`src/rtl/odpin_pkg.sv`:
```
package odpin_pkg;

    localparam int REG_W      = 32;
    localparam int LANE_W     = 8;
    localparam int PAD_COUNT  = 2;

    localparam int OFS_DIR_STB = 0;
    localparam int OFS_DIR     = 1;
    localparam int OFS_LVL_STB = 2;
    localparam int OFS_LVL     = 3;
    localparam int OFS_IN      = 4;
    localparam int OFS_PUD     = 5;

    typedef struct packed {
        logic dir_stb;
        logic dir;
        logic lvl_stb;
        logic lvl;
        logic pud;
    } lane_wr_t;

    typedef struct packed {
        logic dir;
        logic lvl;
        logic pud;
    } lane_state_t;

    function automatic lane_wr_t lane_decode(input logic [LANE_W-1:0] b);
        lane_wr_t r;
        r.dir_stb = b[OFS_DIR_STB];
        r.dir     = b[OFS_DIR];
        r.lvl_stb = b[OFS_LVL_STB];
        r.lvl     = b[OFS_LVL];
        r.pud     = b[OFS_PUD];
        return r;
    endfunction

    function automatic logic [LANE_W-1:0] lane_encode(input lane_state_t s, input logic lvl_in);
        logic [LANE_W-1:0] b;
        b             = '0;
        b[OFS_DIR]    = s.dir;
        b[OFS_LVL]    = s.lvl;
        b[OFS_IN]     = lvl_in;
        b[OFS_PUD]    = s.pud;
        return b;
    endfunction

endpackage

```
`src/rtl/odpin_sync.sv`:
```
module odpin_sync #(
    parameter int WIDTH  = 2,
    parameter int STAGES = 2
) (
    input  logic             clk,
    input  logic             rst,
    input  logic [WIDTH-1:0] d,
    output logic [WIDTH-1:0] q
);
    logic [WIDTH-1:0] chain [STAGES];

    always_ff @(posedge clk) begin
        if (rst) begin
            for (int s = 0; s < STAGES; s++) chain[s] <= '1;
        end else begin
            chain[0] <= d;
            for (int s = 1; s < STAGES; s++) chain[s] <= chain[s-1];
        end
    end

    assign q = chain[STAGES-1];
endmodule

```
`src/rtl/odpin_lane.sv`:
```
module odpin_lane
    import odpin_pkg::*;
(
    input  logic        clk,
    input  logic        rst,
    input  logic        wr_en,
    input  lane_wr_t    wr,
    output lane_state_t st
);
    always_ff @(posedge clk) begin
        if (rst) begin
            st <= '0;
        end else if (wr_en) begin
            if (wr.dir_stb) st.dir <= wr.dir;
            if (wr.lvl_stb) st.lvl <= wr.lvl;
            st.pud <= wr.pud;
        end
    end
endmodule

```
`src/rtl/od_pin_ctrl_reg.sv`:
```
module od_pin_ctrl_reg
    import odpin_pkg::*;
#(
    parameter int NUM_PADS    = PAD_COUNT,
    parameter int SYNC_STAGES = 2
) (
    input  logic                clk,
    input  logic                rst,
    input  logic                wr_en,
    input  logic [REG_W-1:0]    wdata,
    output logic [REG_W-1:0]    rdata,
    input  logic [NUM_PADS-1:0] pad_in,
    output logic [NUM_PADS-1:0] pad_oe,
    output logic [NUM_PADS-1:0] pad_out
);
    localparam int USED_W = NUM_PADS * LANE_W;

    logic [NUM_PADS-1:0] lvl_sync;
    logic [LANE_W-1:0]   lane_rd [NUM_PADS];

    odpin_sync #(.WIDTH(NUM_PADS), .STAGES(SYNC_STAGES)) u_sync (
        .clk (clk),
        .rst (rst),
        .d   (pad_in),
        .q   (lvl_sync)
    );

    for (genvar i = 0; i < NUM_PADS; i++) begin : g_lane
        lane_wr_t    wr;
        lane_state_t st;

        assign wr = lane_decode(wdata[i*LANE_W +: LANE_W]);

        odpin_lane u_lane (
            .clk   (clk),
            .rst   (rst),
            .wr_en (wr_en),
            .wr    (wr),
            .st    (st)
        );

        assign pad_oe[i]  = st.dir;
        assign pad_out[i] = 1'b0;
        assign lane_rd[i] = lane_encode(st, lvl_sync[i]);
    end

    always_comb begin
        rdata = '0;
        for (int i = 0; i < NUM_PADS; i++) rdata[i*LANE_W +: LANE_W] = lane_rd[i];
    end

    initial begin
        if (USED_W > REG_W) $error("pad lanes exceed register width");
    end
endmodule

```
`config.mk`:
```
export PLATFORM = sky130hd
export DESIGN_NAME = od_pin_ctrl_reg
export DESIGN_NICKNAME = d
export VERILOG_FILES = /design/src/rtl/odpin_pkg.sv /design/src/rtl/odpin_sync.sv /design/src/rtl/odpin_lane.sv /design/src/rtl/od_pin_ctrl_reg.sv
export SDC_FILE = /design/constraint.sdc
export NUM_CORES = 1
export LEC_CHECK = 0
export ABC_CLOCK_PERIOD_IN_PS = 800
export BUFFER_PORTS_ARGS = -buffer_cell sky130_fd_sc_hd__buf_2
export CAP_MARGIN = 20
export CORE_MARGIN = 5
export CORE_UTILIZATION = 28
export DETAILED_ROUTE_END_ITERATION = 12
export GPL_ROUTABILITY_DRIVEN = 0
export HOLD_SLACK_MARGIN = 0.05
export PLACE_DENSITY = 0.82
export SLEW_MARGIN = 20
export SYNTH_ARGS = -nofsm -noshare
export SYNTH_HDL_FRONTEND = slang
export SYNTH_SLANG_ARGS = --single-unit
```
`constraint.sdc`:
```
create_clock -name clk -period 0.8 [get_ports clk]
set_input_delay 0.08 -clock clk [delete_from_list [all_inputs] [get_ports clk]]
set_output_delay 0.08 -clock clk [all_outputs]
set_load 0.02 [all_outputs]
```
==> out/metrics.yaml <==
sta:
  period_share_pct: 103
  final-setup-viol-count: 4
  drv_slew: 0
  max_freq_ghz: 1.22
  fin_skew_ns: 0.0000397
  whs_ns: 0.0604
  rsz0062_at_grt: "true"
  min_period_ns: 0.821
  layout_setup_ws_ns: -0.0213
  timing.final.hold_violations: 0
place:
  dpl.hpwl_um: 873
  port-buffer-count: 24
  numPlacedInstances: 107
  postPlaceCellArea_um2: 604
synth:
  ys_ff_latch: 10
  syn_area_per_cell_um2: 9.41
  synth_area_leaders: "buf_4 (38%), dfxtp_1 (34%), a21bo_1 (6.8%), a21oi_2 (5.9%), or2_1 (4.2%)"
  ys_types: 11
  synth_top_area_share_pct: 38.0
  syn_inst: 63
  synth_area_leader_cell: "buf_4"
  synth_area_um2: 593
  ys_seq_area_share_pct: 33.8
  ys_warn_count: 0
run:
  max_cap_violations: 0
routing:
  drc_errors: 0
  finalWirelength_um: 1080
  detail_route.wl_per_cell_um: 9.53
  firstDrtPassIters: 2
  postRouteAntennaNets: 0
  via_per_inst: 3.49
  drt_iter0_drc: 3
  via_count: 394
power:
  sw_frac_of_total_pct: 29.8
  ir_drop_mv: 0.821
  p_clk_share_pct: 35.5
  powerDensity_mw_per_mm2: 1770
  power.leakage_nw: 0.359
  p_sw_w: 0.000380
  combPwrFrac_pct: 22.2
  share_seq_of_total_power_pct: 42.3
  intPower_w: 0.000897
outcome:
  status: "finished, violations left"
  violations: "setup timing"
finish:
  utilization_pct: 36.4
  fin_nets: 124
  syn_to_final_growth_pct: 21.5
  fin_area_um2: 721
  layout-drive-gt1-share_pct: 46.5
  antenna_cells: 0
  mostFrequentLayoutCells: "conb_1 (26), buf_2 (14), dfxtp_2 (8), buf_6 (8)"
  final_common_cell: "conb_1"
  fin_cells: 113
  fill_cells: 207
min_path:
  hold_class: "primary input to register"
critical_path:
  critical_path.cell_chain: "buf_6"
  critPathMaxStageDelay_ns: 0.36
  crit_family: "flip-flops"
  crit_arrival_ns: 0.74
  cp.required_ns: 0.72
  critPathCaptureType: "primary output"
  cpMaxStageDelayCell: "dfxtp_2"
  critical_path.max_fanout: 3
  startpoint_type: "register"
  critPathBufInv: 1
  criticalPathCategory: "register to primary output"
floorplan:
  core_area_mm2: 0.00198
  ios: 73
  rows: 16
  die_width_um: 56.0
  start_util_pct: 29.9
  die_y_um: 56.0
  die-area_mm2: 0.00314
cts:
  cts_buffers: 3
  cts.path.max_buffers: 2
  cts_root_buffer: "clkbuf_4"
  cts_max_level: 1
  clock_sinks: 10
  cts.reportedPaths.clkPinSlew_ns: 0.07
  insertion_delay_ns: 0.26
  cts_tree: "yes"
grt:
  grt_pass1_vias: 339
  grt_pass1_wl_um: 1480
  antenna_found_initial: 0
  grt_max_degree: 11
  overflow: 0
  grt_usage_pct: 6.31
[layer usage]
metal  wire (µm)  share of wire, %  track usage, %
met1         353                33            5.23
met2         527                49            10.0
met3         196                18            6.03
met4           0                 0            3.05
met5           0                 0               0
[synth_stat cells]
cell and n:
buf_2 1, a21oi_2 4, a21bo_1 4, buf_4 30, conb_1 1, mux2i_1 2, nand3_1 4, nor2_1 2
or2_1 4, buf_6 1, dfxtp_1 10
[cell families after synthesis]
| logic type | count (synthesis) | share of synthesized area [%] |
|---|---|---|
| compound gates | 8 | 12.7 |
| flops | 10 | 33.8 |
| buf+inv | 32 | 40.7 |
| other cells | 1 | 0.632 |
| mux | 2 | 3.38 |
| simple gates | 10 | 8.86 |
[flip-flops by register name (all words and copies together) (netlist names)]
| register | flops |
|---|---|
| u_sync.chain | 4 |
| g_lane.u_lane.st | 6 |
[metrics by stage]
stage / setup TNS (ns) / total power (W) / worst slack (ns)
6_report: -0.0804 / 0.00128 / -0.0213
3_5_place_dp: 0 / 0.000795 / 0.0819
5_1_grt: -0.362 / 0.00135 / -0.0601
4_1_cts: -0.156 / 0.00129 / -0.0376
3_3_place_gp: 0 / 0.000789 / 0.104
2_1_floorplan: 0 / 0.000843 / 0.0277
[cell type report]
| cell class | count | area [µm²] | area share, % |
|---|---|---|---|
| Timing Repair Buffer | 26 | 195 | 27.1 |
| Multi-Input combinational cell | 46 | 245 | 34.0 |
| Clock buffer | 4 | 36.3 | 5.03 |
| Tap cell | 27 | 33.8 | 4.69 |
| Sequential cell | 10 | 210 | 29.2 |
[power by group through the flow]
| stage | clock network, W | logic, W | registers [W] |
|---|---|---|---|
| global route | 0.000506 | 0.000303 | 0.000542 |
| global placement | 0 | 0.000246 | 0.000543 |
| detailed placement | 0 | 0.000250 | 0.000544 |
| CTS | 0.000472 | 0.000280 | 0.000538 |
| finish | 0.000453 | 0.000284 | 0.000540 |
| floorplan | 0 | 0.000280 | 0.000563 |
[final timing paths]
kind | to | slack, ns | cells after the start | from
worst max-delay path | pad_oe[1] | -0.02 | 1 | g_lane[1].u_lane.st[2]
worst min register to register | u_sync.chain[0][2] | 0.40 | 1 | u_sync.chain[0][0]
worst min-delay path | g_lane[1].u_lane.st[0] | 0.06 | 3 | wdata[13]
worst max register to register | g_lane[1].u_lane.st[2] | 0.04 | 2 | g_lane[1].u_lane.st[2]
[timing repair]
item / 4_1_cts / 5_1_grt
endpoints found under the setup margin: 10 / 10
hold endpoints to repair: 2 / 0
hold buffers: 2 / 0
setup buffers: 0 / 0
gates resized for setup: 18 / 4
Power figures use the tool's default switching activity.
